File: src/rtl/bit_test_pkg.sv
package bit_test_pkg;
  typedef enum logic [1:0] {
    BT_TEST  = 2'd0,
    BT_SET   = 2'd1,
    BT_RESET = 2'd2,
    BT_COMP  = 2'd3
  } bt_op_e;

  typedef enum logic [1:0] {
    ST_IDLE,
    ST_READ,
    ST_WRITE,
    ST_DONE
  } bt_state_e;
endpackage

File: src/rtl/bit_test_addr.sv
module bit_test_addr #(
  parameter int DATA_W = 16,
  parameter int ADDR_W = 32,
  parameter int IMM_W  = 8,
  localparam int IDX_W  = $clog2(DATA_W),
  localparam int DISP_W = DATA_W - IDX_W,
  localparam int SHIFT  = $clog2(DATA_W / 8)
) (
  input  logic [DATA_W-1:0] off_reg_i,
  input  logic [IMM_W-1:0]  off_imm_i,
  input  logic              imm_sel_i,
  input  logic [ADDR_W-1:0] base_i,
  input  logic [ADDR_W-1:0] mask_i,
  output logic [IDX_W-1:0]  idx_o,
  output logic [ADDR_W-1:0] addr_o
);
  logic [DISP_W-1:0] disp;
  logic [ADDR_W-1:0] disp_ext;
  logic [ADDR_W-1:0] raw_addr;

  assign disp     = off_reg_i[DATA_W-1:IDX_W];
  assign disp_ext = {{(ADDR_W-DISP_W){disp[DISP_W-1]}}, disp} << SHIFT;
  assign raw_addr = imm_sel_i ? base_i : base_i + disp_ext;
  assign addr_o   = raw_addr & mask_i;
  assign idx_o    = imm_sel_i ? off_imm_i[IDX_W-1:0] : off_reg_i[IDX_W-1:0];
endmodule

File: src/rtl/bit_test_alu.sv
module bit_test_alu
  import bit_test_pkg::*;
#(
  parameter int DATA_W = 16,
  localparam int IDX_W = $clog2(DATA_W)
) (
  input  logic [DATA_W-1:0] word_i,
  input  logic [IDX_W-1:0]  idx_i,
  input  bt_op_e            op_i,
  output logic              cf_o,
  output logic [DATA_W-1:0] word_o
);
  assign cf_o = word_i[idx_i];

  for (genvar g = 0; g < DATA_W; g++) begin : g_bit
    logic hit;
    assign hit = (idx_i == IDX_W'(g));
    always_comb begin
      word_o[g] = word_i[g];
      if (hit) begin
        unique case (op_i)
          BT_SET:   word_o[g] = 1'b1;
          BT_RESET: word_o[g] = 1'b0;
          BT_COMP:  word_o[g] = ~word_i[g];
          default:  word_o[g] = word_i[g];
        endcase
      end
    end
  end
endmodule

File: src/rtl/bit_test_ctrl.sv
module bit_test_ctrl
  import bit_test_pkg::*;
(
  input  logic      clk_i,
  input  logic      rst_ni,
  input  logic      start_i,
  input  logic      mem_i,
  input  logic      is_test_i,
  input  logic      ack_i,
  output bt_state_e state_o
);
  bt_state_e state_d;

  always_comb begin
    state_d = state_o;
    unique case (state_o)
      ST_IDLE:  if (start_i) state_d = mem_i ? ST_READ : ST_DONE;
      ST_READ:  if (ack_i) state_d = is_test_i ? ST_DONE : ST_WRITE;
      ST_WRITE: if (ack_i) state_d = ST_DONE;
      default:  state_d = ST_IDLE;
    endcase
  end

  always_ff @(posedge clk_i or negedge rst_ni) begin
    if (!rst_ni) state_o <= ST_IDLE;
    else         state_o <= state_d;
  end
endmodule

File: src/rtl/bit_test_unit.sv
module bit_test_unit
  import bit_test_pkg::*;
#(
  parameter int DATA_W = 16,
  parameter int ADDR_W = 32,
  parameter int IMM_W  = 8,
  localparam int IDX_W = $clog2(DATA_W)
) (
  input  logic              clk_i,
  input  logic              rst_ni,
  input  logic              start_i,
  input  logic [1:0]        op_i,
  input  logic              mem_i,
  input  logic              imm_i,
  input  logic [DATA_W-1:0] reg_val_i,
  input  logic [DATA_W-1:0] off_reg_i,
  input  logic [IMM_W-1:0]  off_imm_i,
  input  logic [ADDR_W-1:0] base_addr_i,
  input  logic [ADDR_W-1:0] addr_mask_i,
  output logic              done_o,
  output logic              cf_o,
  output logic [DATA_W-1:0] reg_result_o,
  output logic              reg_we_o,
  output logic              mem_req_o,
  output logic              mem_we_o,
  output logic [ADDR_W-1:0] mem_addr_o,
  output logic [DATA_W-1:0] mem_wdata_o,
  input  logic [DATA_W-1:0] mem_rdata_i,
  input  logic              mem_ack_i
);
  bt_state_e         state_q;
  bt_op_e            op_q;
  logic [IDX_W-1:0]  idx_q, idx_c;
  logic [ADDR_W-1:0] addr_q, addr_c;
  logic              cf_q, reg_we_q;
  logic [DATA_W-1:0] word_q;

  logic              idle, launch, rd_ack;
  logic [DATA_W-1:0] alu_in, alu_out;
  logic [IDX_W-1:0]  alu_idx;
  bt_op_e            alu_op;
  logic              alu_cf;

  assign idle   = (state_q == ST_IDLE);
  assign launch = idle && start_i;
  assign rd_ack = (state_q == ST_READ) && mem_ack_i;

  bit_test_addr #(.DATA_W(DATA_W), .ADDR_W(ADDR_W), .IMM_W(IMM_W)) u_addr (
    .off_reg_i (off_reg_i),
    .off_imm_i (off_imm_i),
    .imm_sel_i (imm_i),
    .base_i    (base_addr_i),
    .mask_i    (addr_mask_i),
    .idx_o     (idx_c),
    .addr_o    (addr_c)
  );

  // one ALU serves the register path at launch and the memory path at read ack
  assign alu_in  = idle ? reg_val_i : mem_rdata_i;
  assign alu_idx = idle ? idx_c : idx_q;
  assign alu_op  = idle ? bt_op_e'(op_i) : op_q;

  bit_test_alu #(.DATA_W(DATA_W)) u_alu (
    .word_i (alu_in),
    .idx_i  (alu_idx),
    .op_i   (alu_op),
    .cf_o   (alu_cf),
    .word_o (alu_out)
  );

  bit_test_ctrl u_ctrl (
    .clk_i     (clk_i),
    .rst_ni    (rst_ni),
    .start_i   (start_i),
    .mem_i     (mem_i),
    .is_test_i (op_q == BT_TEST),
    .ack_i     (mem_ack_i),
    .state_o   (state_q)
  );

  always_ff @(posedge clk_i or negedge rst_ni) begin
    if (!rst_ni) begin
      op_q     <= BT_TEST;
      idx_q    <= '0;
      addr_q   <= '0;
      cf_q     <= 1'b0;
      word_q   <= '0;
      reg_we_q <= 1'b0;
    end else if (launch) begin
      op_q     <= bt_op_e'(op_i);
      idx_q    <= idx_c;
      addr_q   <= addr_c;
      reg_we_q <= !mem_i && (bt_op_e'(op_i) != BT_TEST);
      if (!mem_i) begin
        cf_q   <= alu_cf;
        word_q <= alu_out;
      end
    end else if (rd_ack) begin
      cf_q   <= alu_cf;
      word_q <= alu_out;
    end
  end

  assign done_o       = (state_q == ST_DONE);
  assign cf_o         = cf_q;
  assign reg_result_o = word_q;
  assign reg_we_o     = done_o && reg_we_q;
  assign mem_req_o    = (state_q == ST_READ) || (state_q == ST_WRITE);
  assign mem_we_o     = (state_q == ST_WRITE);
  assign mem_addr_o   = addr_q;
  assign mem_wdata_o  = word_q;
endmodule

File: config.mk
export PLATFORM = sky130hd
export DESIGN_NAME = bit_test_unit
export DESIGN_NICKNAME = d
export VERILOG_FILES = /design/src/rtl/bit_test_pkg.sv /design/src/rtl/bit_test_addr.sv /design/src/rtl/bit_test_alu.sv /design/src/rtl/bit_test_ctrl.sv /design/src/rtl/bit_test_unit.sv
export SDC_FILE = /design/constraint.sdc
export NUM_CORES = 1
export LEC_CHECK = 0
export ABC_AREA = 1
export CAP_MARGIN = 10
export CORE_AREA = 4 4 106 108
export DETAILED_ROUTE_END_ITERATION = 12
export DIE_AREA = 0 0 110 112
export DONT_BUFFER_PORTS = 1
export PLACE_DENSITY = 0.77
export SLEW_MARGIN = 30
export SYNTH_ARGS = -nofsm -noshare
export SYNTH_HDL_FRONTEND = slang
export SYNTH_HIERARCHICAL = 1
export SYNTH_SLANG_ARGS = --single-unit
File: constraint.sdc
create_clock -name clk_i -period 5.6 [get_ports clk_i]
set_input_delay 1.12 -clock clk_i [delete_from_list [all_inputs] [get_ports clk_i]]
set_output_delay 1.12 -clock clk_i [all_outputs]
set_load 0.03 [all_outputs]
---- Yosys cells after proc, flatten, opt, wreduce, memory -nomap -nowiden ----
Index checks and enable logic that the tools add are counted.
operators by class
  add/sub/neg operators ................... 1
  order comparisons ....................... 1
  equal/unequal tests ..................... 25
  muxes and demuxes ....................... 51
  bitwise gates (word level) .............. 17
  reduce and logical (&&, ||, !) cells .... 13
operators by type and width
  kind                number
  $mux 16             4
  $pmux 1 s3          16
  $add 32x32->32      1
  $and 32x32->32      1
  $eq 4x4->1 const B  8
  $mux 32             1
  $mux 1              21
  $eq 4x3->1 const B  4
  $not 1->1           16
  $mux 2              5
  $eq 2x2->1 const B  4
  $eq 4x2->1 const B  2
  $mux 4              2
  $ne 2x2->1 const B  3
  $pmux 2 s3          1
  $lt 4x5->1 const B  1
  $bmux 1 s4          1
  $eq 2x1->1 const B  2
  $eq 4x1->1 const B  1
  $logic_and 1x1->1   4
  $logic_not 2->1     2
  $logic_not 4->1     1
  $reduce_bool 2->1   2
  $reduce_and 3->1    1
  4 further kinds     4
storage, ports and cells
  register bits ........................... 58
  input port bits ......................... 128
  output and inout port bits .............. 69
  word-level logic and storage cells ...... 115

---- Logic depth before layout (Yosys ltp) ----
  depth after elaboration ................. 7
  depth in mapped cells ................... 18
  depth with buffers taken out ............ 16

---- Hierarchy ----
The synthesis kept the hierarchy.
by module, submodules not included
  module         times used  cells an instance  area an instance (sq um)  seq. area each (sq um)
  bit_test_addr  1           598                2,904.0                   0.0
  bit_test_unit  1           299                2,638.8                   1,401.3
  bit_test_alu   1           118                581.8                     0.0
  bit_test_ctrl  1           30                 196.4                     50.0

---- Least setup slack after synthesis ----
Ideal clock, no wire load.
  path kind ............................... input port to flip-flop
  from .................................... in imm_i
  to ...................................... reg word_q[13] (netlist: mem_wdata_o[13])
  library setup time ...................... 66 ps
  arrival time ............................ 2,683 ps
  required time ........................... 5,534 ps
  setup slack ............................. 2,851 ps
  cell stages on the path ................. 13
  path buffers ............................ 3
  cell sequence ........................... buf_2 buf_1 nand2_1 nand2_1 inv_1 a21oi_1 buf_6 nand2_4 nor2_4 a21oi_1 a31oi_1 nand2_1 nand2_1
on the way
  word-level cells in the longest chain between the ends .. 6
  elaborated cells on any way between the ends .. 7
  classes of those cells .................. eq/ne (1); mux (6)
RTL lines
  item                               RTL line                                  text
  start: declaration                 bit_test_unit.sv:14                       input logic imm_i,
  $mux 4 *                           bit_test_addr.sv:25                       assign idx_o = imm_sel_i ? off_imm_i[IDX_W-1:0] : off_reg_i[IDX_W-1:0];
  named net idx_c[0]                 bit_test_unit.sv:33                       logic [IDX_W-1:0] idx_q, idx_c;
  $mux 4 *                           bit_test_unit.sv:60                       assign alu_idx = idle ? idx_c : idx_q;
  named net alu_idx[0]               bit_test_unit.sv:40                       logic [IDX_W-1:0] alu_idx;
  $eq 4x4->1 *                       bit_test_alu.sv:17                        assign hit = (idx_i == IDX_W'(g));
  $mux 1 *                           bit_test_alu.sv:20                        if (hit) begin
  named net alu_out[13]              bit_test_unit.sv:39                       logic [DATA_W-1:0] alu_in, alu_out;
  $mux 16, on equally long branches  bit_test_unit.sv:98, bit_test_unit.sv:94
  $mux 16 *                          bit_test_unit.sv:89                       end else if (launch) begin
  end signal: assignment             bit_test_unit.sv:96                       word_q <= alu_out;
  end signal: assignment             bit_test_unit.sv:100                      word_q <= alu_out;
  end: declaration                   bit_test_unit.sv:36                       logic [DATA_W-1:0] word_q;
Mark *: on every way through the listed nets, which the timed path passes. The rest lies on a longest branch. The select of a mux whose other input is x is not followed.
A chain may end at the register's enable or synchronous reset.

---- Worst setup path after layout ----
  from .................................... in imm_i
  to ...................................... reg word_q[14] (netlist: mem_wdata_o[14])
Same word-level chain as after synthesis.

==> run metrics <==
outcome completed; largest net degree at the start of global routing 59; skew final between 6 and 7 ps; post-synthesis sequential area ratio between 20% and 30%; Post-DRT Antenna Nets 0; post-synth cell types 37; nets between 1,000 and 1,500; vias per cell approximately 5.3; Die H about 110 um; cts hold-fix bufs 0; antenna violations before repair 0; fin util 63.5%; r2r setup slk around 2800 ps; drt first pass iters 5; Setup crit end kind register; final hold vios 0; Final Non-Filler Cells between 1,000 and 1,500; Final Cell Area between 6000 and 7000 sq um; DRC 0; CTS tree done; routed len/inst 14.7 um; IO Count a little under 200; pwr/cell area 470 nW/um^2; Placeable Area roughly 10,000 sq um; flops & latches, synth 58; VDD IR max 0.265 mV; via count between 6,000 and 7,000; Final period util between 50 and 60%; total CTS buffers 9; Max Cap Viol 0; final wirelength around 17,000 um; area grow syn2layout 2.71%; DIE WIDTH 110 um; post-route minimum period about 3100 ps; Initial Util about three fifths; syn_nets around 1,200; RSZ-0062 raised after global routing no; final setup violation count 0; Synth top area share ~25%; buffers added on ports 0; yosys warns 6; H-tree depth reported by CTS 3; dpl hpwl ~13,000 um; vias in the first global route 5,728; n_diodes 0; fmax between 0.3 and 0.4 GHz; CTS Buffer Depth 2; Power Total just over 3 mW; R2R depth 10; r2r endpoint mem_wdata_o[14]; Hold WC Path Type in2async; Area contributors post-synth nand2_1 (25%), dfrtp_1 (23%), inv_1 (9.6%); Setup Crit Path Kind in2reg; Total GRT Usage between 20 and 30%; CP cell instances clkinv_1 -> buf_4 -> nand2_1 -> nand2_1 -> inv_1 -> a21oi_1 -> nand2_2 -> nor2_1 -> a21oi_1 -> a31oi_1 -> nand2_1 -> nand2_1; slowest cell delay on critical path slightly above 700 ps; CTS root buffer clkbuf_8; EDFF count, synth 0; post-route worst setup slack ~2500 ps; # clock sinks between 50 and 60; critical path's slowest cell a21oi_1; Leakage ~3.9 nW; reg2reg start u_ctrl/state_o[1]; GP Congestion 0.971; data arrival time of the worst path about 3400 ps; post-route setup TNS 0 ps; Initial DRC Count 374; placed instance count 1,144; first-pass GRT wire length ~28,000 um; placed cell areas roughly 6200 sq um; cts repair resizes 0; ys flop type dfrtp_1; # Post-CTS Setup Buffers 0; Rows 37; cells after synthesis around 1,000; Max FO, Critical Path 52; Synth area leader nand2_1; Min Hold Slack 472 ps; commonest non-fill, non-tap cell in the layout nand2_1; Async SR Flop Fraction between 90% and 100%; Slew HR about two fifths; Congestion Overflow GR 0; die area between 10,000 and 15,000 sq um; Synth Area per Inst around 6.0 sq um; Post-Synthesis Cell Area approximately 6300 sq um; pre-CTS WS roughly 2100 ps; WP data required around 5900 ps; Worst setup SP type primary input; Reg clk slew, reported paths 70 ps; Critical Path Most Common Cell nand2_1; clock insertion delay at the later pin of the skew report about 330 ps; Slew Viols, Final 0; share of post-route cells with drive strength above 1 ~7.4%; most frequent cells in the layout nand2_1 (428), inv_1 (162), nand3_1 (61), dfrtp_1 (58), a21oi_1 (53); Least-Margin Pin Slew roughly 890 ps
[cell usage after synthesis (2+ instances only)]
library cell and instances:
nor2_4 4, nor2_2 9, mux2_2 16, nor2_1 50, mux2i_1 2, ha_1 39
o21bai_1 17, dfrtp_1 58, buf_4 21, xnor2_1 2, xor2_1 12, o21ai_0 24
inv_2 7, inv_1 162, a21oi_1 53, a31oi_1 4, nand3_2 3, nand2_1 428
nor3_1 14, clkinv_1 2, buf_2 7, nand2_4 5, clkbuf_1 7, buf_6 3
o21a_1 13, nand4_1 4, nand2_2 9, nand3_1 61
[cell families after synthesis]
logic type	share of synthesized area [%]
AO/OA/AOI/OAI	10.6
XOR/XNOR	1.94
AND/OR/NAND/NOR	39.1
buffers and inverters	14.2
multiplexers	3.17
adder cells (fa/ha/maj)	8.04
flip-flops	23.0
[worst max-delay path by stage]
stage	from	slack (ps)	endpoint
2_1_floorplan	imm_i	2850	mem_wdata_o[13]
3_3_place_gp	imm_i	2180	mem_wdata_o[1]
3_5_place_dp	imm_i	2130	mem_wdata_o[14]
4_1_cts	u_ctrl/state_o[0]	2480	mem_wdata_o[14]
5_1_grt	imm_i	2220	mem_wdata_o[14]
6_report	imm_i	2470	mem_wdata_o[14]
[sequential cells by signal, indices dropped and copies added (netlist names)]
register and cells:
mem_wdata_o 16, mem_addr_o 32, u_ctrl/state_o 2, reg_we_q 1, cf_o 1, op_q 2
idx_q 4
[area by class of cell]
| class | count | area [sq um] |
|---|---|---|
| Inverter | 171 | 642 |
| Timing Repair Buffer | 2 | 15.0 |
| Fill cell | 1049 | 3740 |
| Sequential cell | 58 | 1450 |
| Clock buffer | 10 | 138 |
| Multi-Input combinational cell | 777 | 3970 |
| Clock inverter | 5 | 103 |
| Tap cell | 136 | 170 |
[metal layers]
metal,global-route usage (%),share of wire (%),vias to the layer above
met3,5.51,6.9,21
met2,49.1,50,204
met4,6.65,1.5,0
li1,-,-,3160
met1,35.0,41,2711
met5,0,0,-
[report_power, final]
| group | internal (mW) | switching, mW | total, mW |
|---|---|---|---|
| sequential | 0.598 | 0.591 | 1.19 |
| clock | 0.304 | 0.170 | 0.475 |
| combinational | 0.453 | 0.932 | 1.38 |
[critical path, delay by kind of cell]
kind	cells	cell delay (ps)
AOI/OAI and AO/OA	3	970
buffers and inverters	3	540
and+or+nand+nor	6	750
(Power assumes the default switching activity.)
